## src/rtl/irqfe_pkg.sv

```systemverilog
package irqfe_pkg;
  localparam int unsigned NUM_SRC   = 8;
  localparam int unsigned DATA_W    = 32;
  localparam int unsigned GIE_BIT   = 31;
  localparam int unsigned OFS_GIE   = 'h1C;
  localparam int unsigned OFS_STAT  = 'h20;
  localparam int unsigned OFS_EN    = 'h28;
  localparam int unsigned OFS_SRST  = 'h40;
  localparam logic [31:0] SRST_KEY  = 32'h0000_000A;

  // event source positions in the status and enable registers
  localparam int unsigned SRC_ARB_LOST  = 0;
  localparam int unsigned SRC_TX_ERR    = 1;
  localparam int unsigned SRC_TX_EMPTY  = 2;
  localparam int unsigned SRC_RX_FULL   = 3;
  localparam int unsigned SRC_BUS_IDLE  = 4;
  localparam int unsigned SRC_ADDR_HIT  = 5;
  localparam int unsigned SRC_ADDR_MISS = 6;
  localparam int unsigned SRC_TX_HALF   = 7;

  typedef enum logic [2:0] {
    SEL_NONE,
    SEL_GIE,
    SEL_STAT,
    SEL_EN,
    SEL_SRST
  } reg_sel_t;
endpackage

```

## src/rtl/irqfe_decode.sv

```systemverilog
module irqfe_decode
  import irqfe_pkg::*;
#(
  parameter int unsigned ADDR_W = 8
) (
  input  logic [ADDR_W-1:0] addr,
  output reg_sel_t          sel
);
  always_comb begin
    if (addr == ADDR_W'(OFS_GIE))       sel = SEL_GIE;
    else if (addr == ADDR_W'(OFS_STAT)) sel = SEL_STAT;
    else if (addr == ADDR_W'(OFS_EN))   sel = SEL_EN;
    else if (addr == ADDR_W'(OFS_SRST)) sel = SEL_SRST;
    else                                sel = SEL_NONE;
  end
endmodule

```

## src/rtl/irqfe_status_bits.sv

```systemverilog
module irqfe_status_bits #(
  parameter int unsigned N = 8
) (
  input  logic         clk,
  input  logic         rst_n,
  input  logic         clr,
  input  logic         tgl_en,
  input  logic [N-1:0] tgl,
  input  logic [N-1:0] ev,
  output logic [N-1:0] q
);
  for (genvar i = 0; i < N; i++) begin : g_bit
    logic nxt;
    logic upd;

    always_comb begin
      upd = clr | ev[i] | (tgl_en & tgl[i]);
      if (clr)        nxt = 1'b0;
      else if (ev[i]) nxt = 1'b1;    // event beats an inverting write
      else            nxt = ~q[i];
    end

    always_ff @(posedge clk or negedge rst_n) begin
      if (!rst_n)   q[i] <= 1'b0;
      else if (upd) q[i] <= nxt;
    end
  end
endmodule

```

## src/rtl/irqfe_rst_timer.sv

```systemverilog
module irqfe_rst_timer #(
  parameter int unsigned CYCLES = 16
) (
  input  logic clk,
  input  logic rst_n,
  input  logic start,
  output logic active
);
  localparam int unsigned CW = $clog2(CYCLES + 1);

  logic [CW-1:0] cnt_q;
  logic [CW-1:0] cnt_d;
  logic          cnt_en;

  always_comb begin
    cnt_en = start | (cnt_q != '0);
    if (start) cnt_d = CW'(CYCLES);
    else       cnt_d = cnt_q - CW'(1);
  end

  always_ff @(posedge clk or negedge rst_n) begin
    if (!rst_n)      cnt_q <= '0;
    else if (cnt_en) cnt_q <= cnt_d;
  end

  assign active = (cnt_q != '0);
endmodule

```

## src/rtl/irq_reset_frontend.sv

```systemverilog
module irq_reset_frontend
  import irqfe_pkg::*;
#(
  parameter int unsigned ADDR_W     = 8,
  parameter int unsigned RST_CYCLES = 16
) (
  input  logic                clk,
  input  logic                rst_n,
  input  logic                bus_wr,
  input  logic [ADDR_W-1:0]   bus_addr,
  input  logic [DATA_W-1:0]   bus_wdata,
  output logic [DATA_W-1:0]   bus_rdata,
  input  logic [NUM_SRC-1:0]  ev_in,
  output logic                irq_out,
  output logic                core_rst_out
);
  reg_sel_t           sel;
  logic               wr_gie;
  logic               wr_stat;
  logic               wr_en;
  logic               key_hit;
  logic               clr_regs;
  logic               gie_q;
  logic               gie_d;
  logic [NUM_SRC-1:0] stat_q;
  logic [NUM_SRC-1:0] en_q;
  logic [NUM_SRC-1:0] en_d;
  logic               en_upd;

  irqfe_decode #(.ADDR_W(ADDR_W)) u_decode (
    .addr (bus_addr),
    .sel  (sel)
  );

  always_comb begin
    wr_gie  = bus_wr & (sel == SEL_GIE);
    wr_stat = bus_wr & (sel == SEL_STAT);
    wr_en   = bus_wr & (sel == SEL_EN);
    key_hit = bus_wr & (sel == SEL_SRST) & (bus_wdata == SRST_KEY);
  end

  irqfe_rst_timer #(.CYCLES(RST_CYCLES)) u_timer (
    .clk    (clk),
    .rst_n  (rst_n),
    .start  (key_hit),
    .active (core_rst_out)
  );

  assign clr_regs = key_hit | core_rst_out;

  irqfe_status_bits #(.N(NUM_SRC)) u_status (
    .clk    (clk),
    .rst_n  (rst_n),
    .clr    (clr_regs),
    .tgl_en (wr_stat),
    .tgl    (bus_wdata[NUM_SRC-1:0]),
    .ev     (ev_in),
    .q      (stat_q)
  );

  // source enable register
  always_comb begin
    en_upd = clr_regs | wr_en;
    en_d   = clr_regs ? '0 : bus_wdata[NUM_SRC-1:0];
  end

  always_ff @(posedge clk or negedge rst_n) begin
    if (!rst_n)      en_q <= '0;
    else if (en_upd) en_q <= en_d;
  end

  // master enable, untouched by the soft reset
  assign gie_d = bus_wdata[GIE_BIT];

  always_ff @(posedge clk or negedge rst_n) begin
    if (!rst_n)      gie_q <= 1'b0;
    else if (wr_gie) gie_q <= gie_d;
  end

  always_comb begin
    bus_rdata = '0;
    case (sel)
      SEL_GIE:  bus_rdata[GIE_BIT]     = gie_q;
      SEL_STAT: bus_rdata[NUM_SRC-1:0] = stat_q;
      SEL_EN:   bus_rdata[NUM_SRC-1:0] = en_q;
      default:  bus_rdata = '0;
    endcase
  end

  assign irq_out = gie_q & (|(stat_q & en_q));
endmodule

```

## config.mk

```make
export PLATFORM = sky130hd
export DESIGN_NAME = irq_reset_frontend
export DESIGN_NICKNAME = d
export VERILOG_FILES = /design/src/rtl/irqfe_pkg.sv /design/src/rtl/irqfe_decode.sv /design/src/rtl/irqfe_status_bits.sv /design/src/rtl/irqfe_rst_timer.sv /design/src/rtl/irq_reset_frontend.sv
export SDC_FILE = /design/constraint.sdc
export NUM_CORES = 1
export LEC_CHECK = 0
export ABC_AREA = 1
export CORE_UTILIZATION = 40
export CTS_CLUSTER_SIZE = 16
export DETAILED_ROUTE_END_ITERATION = 10
export GPL_ROUTABILITY_DRIVEN = 0
export GPL_TIMING_DRIVEN = 0
export PLACE_DENSITY_LB_ADDON = 0.08
export SYNTH_ARGS = -nofsm -noshare
export SYNTH_HDL_FRONTEND = slang
export SYNTH_SLANG_ARGS = --single-unit
```

## constraint.sdc

```tcl
create_clock -name clk -period 1.7 [get_ports clk]
set_clock_uncertainty 0.2 [all_clocks]
set_input_delay 0.34 -clock clk [delete_from_list [all_inputs] [get_ports clk]]
set_output_delay 0.34 -clock clk [all_outputs]
set_load 0.01 [all_outputs]
```

==> impl_metrics.tcl, run 1 <==
set metrics [dict create \
    fin_crit_ps 1790 \
    die_x_um 68.7 \
    grt_start_max_net_pins 23 \
    std_cell_rows 23 \
    firstDrtPassIters 4 \
    grt_setup_unrepaired "true" \
    clkSinkCount 22 \
    area_delta_synth_final_pct 68.2 \
    final_cell_mix "nand2_1 (49), buf_4 (46), nor2_1 (35), inv_1 (30)" \
    cts_htree_levels 1 \
    whs_ps 139 \
    yosys_register_bits 22 \
    hold_class "in2reg" \
    cts_tree "yes" \
    end_kind "output port" \
    antenna-diode-count 0 \
    final_core_util_pct 72.3 \
    route.vias.total 2007 \
    drv_cap 0 \
    drc 0 \
    wl_per_cell_um 12.5 \
    synthCells 260 \
    numCtsBuffers 3 \
    io_buffers 60 \
    grt_pass1_wl_mm 8.09 \
    final-setup-viol-count 10 \
    antenna_found_initial 0 \
    grt_pass1_vias 1878 \
    placed_cell_area_um2 2530 \
    mappedNetlistArea_um2 1780 \
    start_util_pct 43.0 \
    layout_commonest_cell "nand2_1" \
    clk_path_buf_depth 2 \
    layout_setup_ws_ps -94.9 \
    yosys-top-cells-area "dfrtp_1 (31%), nand2_1 (11%), buf_4 (10%), inv_1 (8.4%), nand4_1 (8.4%)" \
    yosys_warnings 0 \
    drv_slew 0 \
    postRouteAntennaNets 0 \
    path_class "reg2out" \
    ys_types 31 \
    yosysTopAreaCell "dfrtp_1" \
    power_mw 1.18 \
    critical_path_required_ps 1160 \
    maxSlewHeadroom_pct 30.4 \
    grt_usage_pct 23.0 \
    clock_latency_ps 260 \
    tightest_slew_ps 1040 \
    fin_cells 423 \
    p_leak_nw 1.80 \
    status "finished with violations" \
    fin_nets 427 \
    arrival_ps 1250 \
    routed_wl_mm 5.27 \
    ir_drop_v 0.000299 \
    cp-start-kind "register" \
    layout-drive-gt1-share_pct 34.3 \
    crit_path_top_delay_cell "dfrtp_1" \
    final_cell_area_um2 2990 \
    cp_cell_sequence "nand2_1, o21ai_2, a221oi_2, a21oi_1, buf_2" \
    routed_via_density 4.74 \
    p_per_area_nw_per_um2 394 \
    syn_area_per_cell_um2 6.85 \
    die_area_um2 4720 \
    yosysSeqAreaShare_pct 30.9 \
    clk_pin_slew_worst_paths_ps 80 \
    fmax_mhz 557 \
    max_stage_delay_ps 390 \
    num-fill-cells 327 \
    core_area_um2 4140 \
    crit_path_max_fanout 2 \
    dp_cells 392 \
    period_share_pct 106 \
    cp_top_family "flip-flops" \
    root_buffer "clkbuf_8" \
    failed_checks "negative setup slack" \
    io_pins 85 \
    hold_violations 0 \
    synth_top_area_share_pct 30.9 \
    dp_hpwl_mm 3.46 \
    grt_overflow 0 \
    die_h_um 68.7 \
    critPathBufInv 1 \
    drt-initial-drc-count 118 \
]
Yosys cell counts:
master     count
nand2_1       54
inv_1         40
nor2_1        37
buf_4         24
nand4_1       24
dfrtp_1       22
nand3_1       14
o21ai_0        8
buf_2          3
inv_2          3
nor2_4         3
o22ai_1        3
a21oi_1        2
a221oi_1       2
buf_6          2
nand3_2        2
nor2_2         2
xor2_1         2
and2_1         1
and3_1         1
buf_8          1
conb_1         1
ha_1           1
inv_4          1
nand3_4        1
nand3b_1       1
nor3_4         1
nor3b_1        1
nor4_1         1
o21ai_1        1
o2bb2ai_1      1
metal layers:
| layer | routed length, um | track usage, % | part of all wire [%] | up-vias |
|---|---|---|---|---|
| met5 | 0 | 0 | 0 | - |
| met1 | 2180 | 27.7 | 41 | 910 |
| li1 | - | - | - | 1018 |
| met4 | 18 | 5.61 | 0.34 | 0 |
| met2 | 2740 | 41.9 | 52 | 74 |
| met3 | 326 | 4.44 | 6.2 | 5 |
final timing paths:
check	from	endpoint	slack, ps	depth (start not counted)
min in group asynchronous	rst_n	u_status.q[7]$_DFFE_PN0P_	440	1
min	bus_wdata[31]	gie_q$_DFFE_PN0P_	140	3
min reg2reg	en_q[0]$_DFFE_PN0P_	en_q[0]$_DFFE_PN0P_	370	2
max reg2reg	u_timer.cnt_q[3]$_DFFE_PN0P_	u_timer.cnt_q[1]$_DFFE_PN0P_	120	7
max in group asynchronous	rst_n	u_status.q[3]$_DFFE_PN0P_	230	1
max	u_status.q[3]$_DFFE_PN0P_	irq_out	-90	5
sequential cells by signal, summed over array words and instances, names as in the netlist:
register,flops
en_q,8
u_status.q,8
u_timer.cnt_q,5
gie_q,1
worst register-to-register path, cell delays in order (launching register included):
cell and delay, ps:
dfrtp_1 400, nor2_1 210, nand2_4 80, nor2_4 120, buf_6 150, nand2_1 70, buf_4 180, o21ai_1 120
logic make-up (layout without fill, tap and decap cells):
kind of cell,count (synthesis),in the layout,share of synthesized area (%)
AOI/OAI and AO/OA,17,17,5.62
adders and majority gates,1,1,0.703
DFF,22,22,30.9
xor gates and xnor gates,2,2,0.984
buffers and inverters,74,165,22.5
other,1,23,0.211
and+or+nand+nor,143,143,39.1
layout make-up:
cell class	count	area (um^2)	share of cell area, %
plain buffers	30	243	8.11
clock buffers	3	41.3	1.38
inverters	44	183	6.10
multi-input cells	186	1070	35.9
flip-flops and latches	22	551	18.4
well taps	50	62.6	2.09
repair buffers	88	841	28.1
timing repair:
| item | CTS | global route |
|---|---|---|
| pin swaps | 16 | 27 |
| hold buffers | 0 | 0 |
| resized for setup | 139 | 38 |
| cloned | 0 | 2 |
| endpoints found under the setup margin | 33 | 30 |
| buffers inserted | 21 | 6 |
| endpoints found under the hold margin | 0 | 0 |
where the power goes:
| group | switching, mW | internal (mW) |
|---|---|---|
| clock network | 0.166 | 0.158 |
| registers | 0.00669 | 0.533 |
| logic | 0.148 | 0.168 |
metrics by stage:
step	TNS, ps	worst slack (ps)
after detailed placement	-22690	-1210
after floorplan	-206	-51.5
after global routing	-1160	-134
final	-554	-94.9
after CTS	-942	-120
after global placement	-22120	-1240
Note: power is estimated with default switching activity, not from simulation.
==> inputs of run 2 (changes only) <==
SKIP_LAST_GASP = 1   (was default)
==> run 2 against run 1 <==
Effect of this change: the flow still finishes with violations (negative setup slack); sequential share of layout area grew 0.093 points; cell count is the same; non-clock buffer count is the same; count of clock-buffer cells in the layout is the same; register-to-register slack is essentially flat; total power shrank 0.14%; worst hold slack gained 4.9 ps; highest routed layer unchanged; die area is the same; fmax shrank 0.12%; worst setup slack lost 2.1 ps; first-iteration DRC count grew 20%.
==> impl_metrics.tcl, run 2 (synthesized netlist as in run 1, its figures left out) <==
set metrics [dict create \
    maxSlewHeadroom_pct 29.5 \
    p_per_area_nw_per_um2 395 \
    io_pins 85 \
    r2r-start "u_timer.cnt_q[2]$_DFFE_PN0P_" \
    routed_wl_mm 5.26 \
    firstDrtPassIters 4 \
    tightest_slew_ps 1050 \
    path_depth 5 \
    route.vias.total 2006 \
    final_cell_mix "nand2_1 (49), buf_4 (46), nor2_1 (34), inv_1 (30)" \
    clk_pin_slew_worst_paths_ps 80 \
    end_kind "output port" \
    antenna_found_initial 0 \
    drv_slew 0 \
    rr_worst_depth 7 \
    fin_nets 427 \
    cp-start-kind "register" \
    clkSinkCount 22 \
    reg2reg_slack_ps 110 \
    crit_path_top_delay_cell "dfrtp_1" \
    clk_path_buf_depth 2 \
    start_util_pct 43.0 \
    grt_overflow 0 \
    status "finished with violations" \
    clock_latency_ps 260 \
    final-setup-viol-count 10 \
    root_buffer "clkbuf_8" \
    layout_commonest_cell "nand2_1" \
    grt_setup_unrepaired "true" \
    die_x_um 68.7 \
    cts_tree "yes" \
    drc 0 \
    grt_start_max_net_pins 23 \
    critPathBufInv 1 \
    p_leak_nw 1.79 \
    reg.largest.list "en_q x8, u_status.q x8, u_timer.cnt_q x5" \
    routed_via_density 4.74 \
    grt_pass1_vias 1876 \
    grt_pass1_wl_mm 8.10 \
    std_cell_rows 23 \
    wl_per_cell_um 12.4 \
    die_h_um 68.7 \
    pre_cts_ws_ps -1210 \
    worstReg2RegEnd "u_timer.cnt_q[1]$_DFFE_PN0P_" \
    max_stage_delay_ps 390 \
    cp_cell_sequence "nand2_1, o21ai_2, a221oi_2, a21oi_1, buf_2" \
    crit_path_max_fanout 2 \
    cts_htree_levels 1 \
    met2_usage_pct 41.7 \
    numCtsBuffers 3 \
    hold_class "in2reg" \
    ir_drop_v 0.000285 \
    drt-initial-drc-count 142 \
    cp_top_family "flip-flops" \
    final_core_util_pct 71.9 \
    num-fill-cells 335 \
    use_met1_pct 28.0 \
    layout_setup_ws_ps -97.0 \
    period_share_pct 106 \
    io_buffers 60 \
    hold_violations 0 \
    cp-endpoint "irq_out" \
    dp_hpwl_mm 3.46 \
    ff_latch_area_um2 551 \
    path_class "reg2out" \
    busiest_layer "met2" \
    critical_path_required_ps 1160 \
    core_area_um2 4140 \
    area_delta_synth_final_pct 67.3 \
    fmax_mhz 556 \
    grt_usage_pct 23.0 \
    layout-drive-gt1-share_pct 34.3 \
    crit_start "en_q[3]$_DFFE_PN0P_" \
    multiInputGateArea_um2 1060 \
    drv_cap 0 \
    failed_checks "negative setup slack" \
    arrival_ps 1260 \
    postRouteAntennaNets 0 \
    use_met3_pct 4.28 \
    die_area_um2 4720 \
    fin_crit_ps 1800 \
    antenna-diode-count 0 \
]
-- run 2: routing by layer --
metal	vias up	routed length (um)
met5	-	0
met4	0	29
li1	1017	-
met2	67	2790
met3	6	326
met1	916	2110
-- run 2: tightest hold or removal path: stages --
cell and delay (ps):
dlymetal6s2s_1 110, nand2_1 60, o21ai_0 60
-- run 2: repair_timing --
item                       4_1_cts  5_1_grt
buffers inserted                21        6
pin swaps                       16       31
hold buffers                     0        0
gates resized for setup        137       38
gates cloned                     0        2
setup endpoints to repair       33       30
-- run 2: layout make-up --
type / count / area share, %
tap: 50 / 2.10
clock buffer: 3 / 1.39
sequential: 22 / 18.5
inverter: 44 / 6.13
buffer: 30 / 8.15
multi-input combinational: 186 / 35.7
timing repair buffer: 88 / 28.0
-- run 2: worst min path at each step --
stage,from,endpoint,slack (ps),depth (start not counted)
after floorplan,rst_n,en_q[0]$_DFFE_PN0P_,-160,0
after global placement,en_q[2]$_DFFE_PN0P_,en_q[2]$_DFFE_PN0P_,310,2
after detailed placement,en_q[2]$_DFFE_PN0P_,en_q[2]$_DFFE_PN0P_,310,2
after CTS,bus_addr[5],gie_q$_DFFE_PN0P_,290,6
after global routing,bus_wdata[31],gie_q$_DFFE_PN0P_,190,3
final,bus_wdata[31],gie_q$_DFFE_PN0P_,140,3
-- run 2: power breakdown --
group	total (mW)	leakage (nW)	internal, mW	switching, mW
Combinational	0.316	1.51	0.168	0.148
Sequential	0.539	0.260	0.533	0.00669
Clock	0.322	0.0216	0.158	0.164
-- run 2: through the flow --
step / std cells / setup TNS, ps / power (mW) / hold slack, ps / instance area, um^2
finish: 423 / -577 / 1.18 / 144 / 2980
CTS: 416 / -1010 / 1.18 / 290 / 2800
global placement: 392 / -22120 / 0.841 / 312 / 2530
global route: 423 / -1140 / 1.24 / 187 / 2980
detailed placement: 392 / -22690 / 0.844 / 307 / 2530
floorplan: 282 / -206 / 0.678 / -156 / 1860
==> inputs of run 3 (changes only) <==
CORE_UTILIZATION = 41   (was 40)
==> run 3 against run 2 <==
Effect of this change: the flow still finishes with violations (negative setup slack); critical path depth is the same; cell count grew 0.71%; register-to-register slack lost 80 ps; sequential power is essentially flat; count of clock-buffer cells in the layout is the same; die area shrank 2.4%; non-clock buffer count grew 3; largest power group unchanged; highest routed layer unchanged.
==> impl_metrics.tcl, run 3 (synthesized netlist as in run 1, its figures left out) <==
set metrics [dict create \
    max_stage_delay_ps 400 \
    grt_overflow 0 \
    routed_wl_mm 5.47 \
    tns_ps -701 \
    crit_path_top_delay_cell "dfrtp_1" \
    r2r-start "u_timer.cnt_q[0]$_DFFE_PN0P_" \
    routed_via_density 4.78 \
    route.vias.total 2038 \
    std_cell_rows 23 \
    hold_class "in2reg" \
    fmax_mhz 539 \
    drv_slew 0 \
    p_per_area_nw_per_um2 388 \
    ir_drop_v 0.000227 \
    die_h_um 67.9 \
    wl_per_cell_um 12.8 \
    io_buffers 60 \
    core_area_um2 4090 \
    start_util_pct 43.6 \
    fin_crit_ps 1860 \
    grt_pass1_wl_mm 7.93 \
    status "finished with violations" \
    dp_hpwl_mm 3.38 \
    clk_pin_slew_worst_paths_ps 80 \
    antenna-diode-count 0 \
    final_cell_mix "nand2_1 (48), buf_4 (48), nor2_1 (33), inv_1 (30), nand4_1 (24)" \
    layout_setup_ws_ps -156 \
    worstReg2RegEnd "en_q[6]$_DFFE_PN0P_" \
    numCtsBuffers 3 \
    crit_path_max_fanout 2 \
    whs_path_depth 3 \
    drt-initial-drc-count 125 \
    min_to "en_q[2]$_DFFE_PN0P_" \
    num-fill-cells 314 \
    cp-start-kind "register" \
    final_core_util_pct 74.7 \
    path_class "reg2out" \
    die_x_um 67.9 \
    cts_hold_buf 0 \
    critical_path_required_ps 1160 \
    grt_usage_pct 23.0 \
    firstDrtPassIters 4 \
    reg.largest.list "en_q x8, u_status.q x8, u_timer.cnt_q x5" \
    use_met3_pct 2.17 \
    p_leak_nw 1.78 \
    use_met1_pct 30.1 \
    clock_latency_ps 260 \
    fin_cells 426 \
    dp_cells 392 \
    clk_path_buf_depth 2 \
    hold_start "bus_wdata[2]" \
    final-setup-viol-count 10 \
    layout-drive-gt1-share_pct 35.4 \
    tightest_slew_ps 1050 \
    period_share_pct 109 \
    antenna_found_initial 0 \
    busiest_layer "met2" \
    cp_cell_sequence "nand2_2, o21ai_2, a221oi_2, a21oi_1, buf_2" \
    rr_worst_depth 9 \
    cts_htree_levels 1 \
    maxSlewHeadroom_pct 29.5 \
    failed_checks "negative setup slack" \
    drv_cap 0 \
    arrival_ps 1320 \
    fin_nets 430 \
    hold_violations 0 \
    die_area_um2 4610 \
    whs_ps 164 \
    area_delta_synth_final_pct 71.5 \
    reg2reg_slack_ps 30 \
    root_buffer "clkbuf_8" \
    drc 0 \
    grt_setup_unrepaired "true" \
    clkSinkCount 22 \
    grt_pass1_vias 1811 \
    end_kind "output port" \
    cts_tree "yes" \
    grt_start_max_net_pins 23 \
    crit_start "en_q[3]$_DFFE_PN0P_" \
    io_pins 85 \
    met2_usage_pct 39.1 \
    postRouteAntennaNets 0 \
]
-- run 3: cell types whose count changed in the layout (fill, tap and decap cells not counted), sizes merged --
cell | previous run | this run
dlygate4sd2 | 8 | 3
clkbuf | 4 | 6
clkdlybuf4s50 | 9 | 10
clkdlybuf4s15 | 0 | 4
buf | 76 | 79
dlymetal6s2s | 24 | 22
-- run 3: worst max path at each step --
stage                   end  slack (ps)  depth (start not counted)
2_1_floorplan  bus_rdata[3]         -50                          7
3_3_place_gp   bus_rdata[7]       -1240                          9
3_5_place_dp   bus_rdata[4]       -1270                          8
4_1_cts             irq_out        -130                          5
5_1_grt             irq_out        -210                          5
6_report            irq_out        -160                          5
-- run 3: power by group --
| group | switching, mW | internal [mW] |
|---|---|---|
| sequential | 0.00776 | 0.532 |
| combinational | 0.150 | 0.169 |
| clock | 0.168 | 0.158 |
| total | 0.325 | 0.860 |
-- run 3: repair_timing --
item	4_1_cts	5_1_grt
setup buffers	22	7
endpoints found under the setup margin	33	31
resized for setup	132	61
endpoints found under the hold margin	0	0
pin swaps	24	32
gates cloned	2	0
-- run 3: cell type report --
| cell class | instances | area, um^2 | area share, % |
|---|---|---|---|
| Buffer | 30 | 239 | 7.83 |
| Clock buffer | 3 | 41.3 | 1.35 |
| Inverter | 44 | 185 | 6.07 |
| Multi-Input combinational cell | 186 | 1090 | 35.6 |
| Sequential cell | 22 | 551 | 18.0 |
| Tap cell | 50 | 62.6 | 2.05 |
| Timing Repair Buffer | 91 | 887 | 29.1 |
-- run 3: metal layers --
metal  wire [um]  vias to the layer above
li1            -                     1021
met1        2300                      916
met2        2720                       89
met3         369                       12
met4          74                        0
met5           0                        -
-- run 3: worst max-delay path: cells and delay by family (launching register included) --
family                 cells  cell delay [ps]
AO/OA/AOI/OAI              3              410
flip-flops                 1              400
AND/OR/NAND/NOR            1               90
buffers and inverters      1              160
-- run 3: stage by stage --
step | worst slack, ps | power (mW) | area, um^2
global placement | -1240 | 0.842 | 2530
finish | -156 | 1.19 | 3050
global route | -212 | 1.24 | 3050
floorplan | -51.5 | 0.678 | 1860
CTS | -126 | 1.17 | 2820
detailed placement | -1270 | 0.843 | 2530
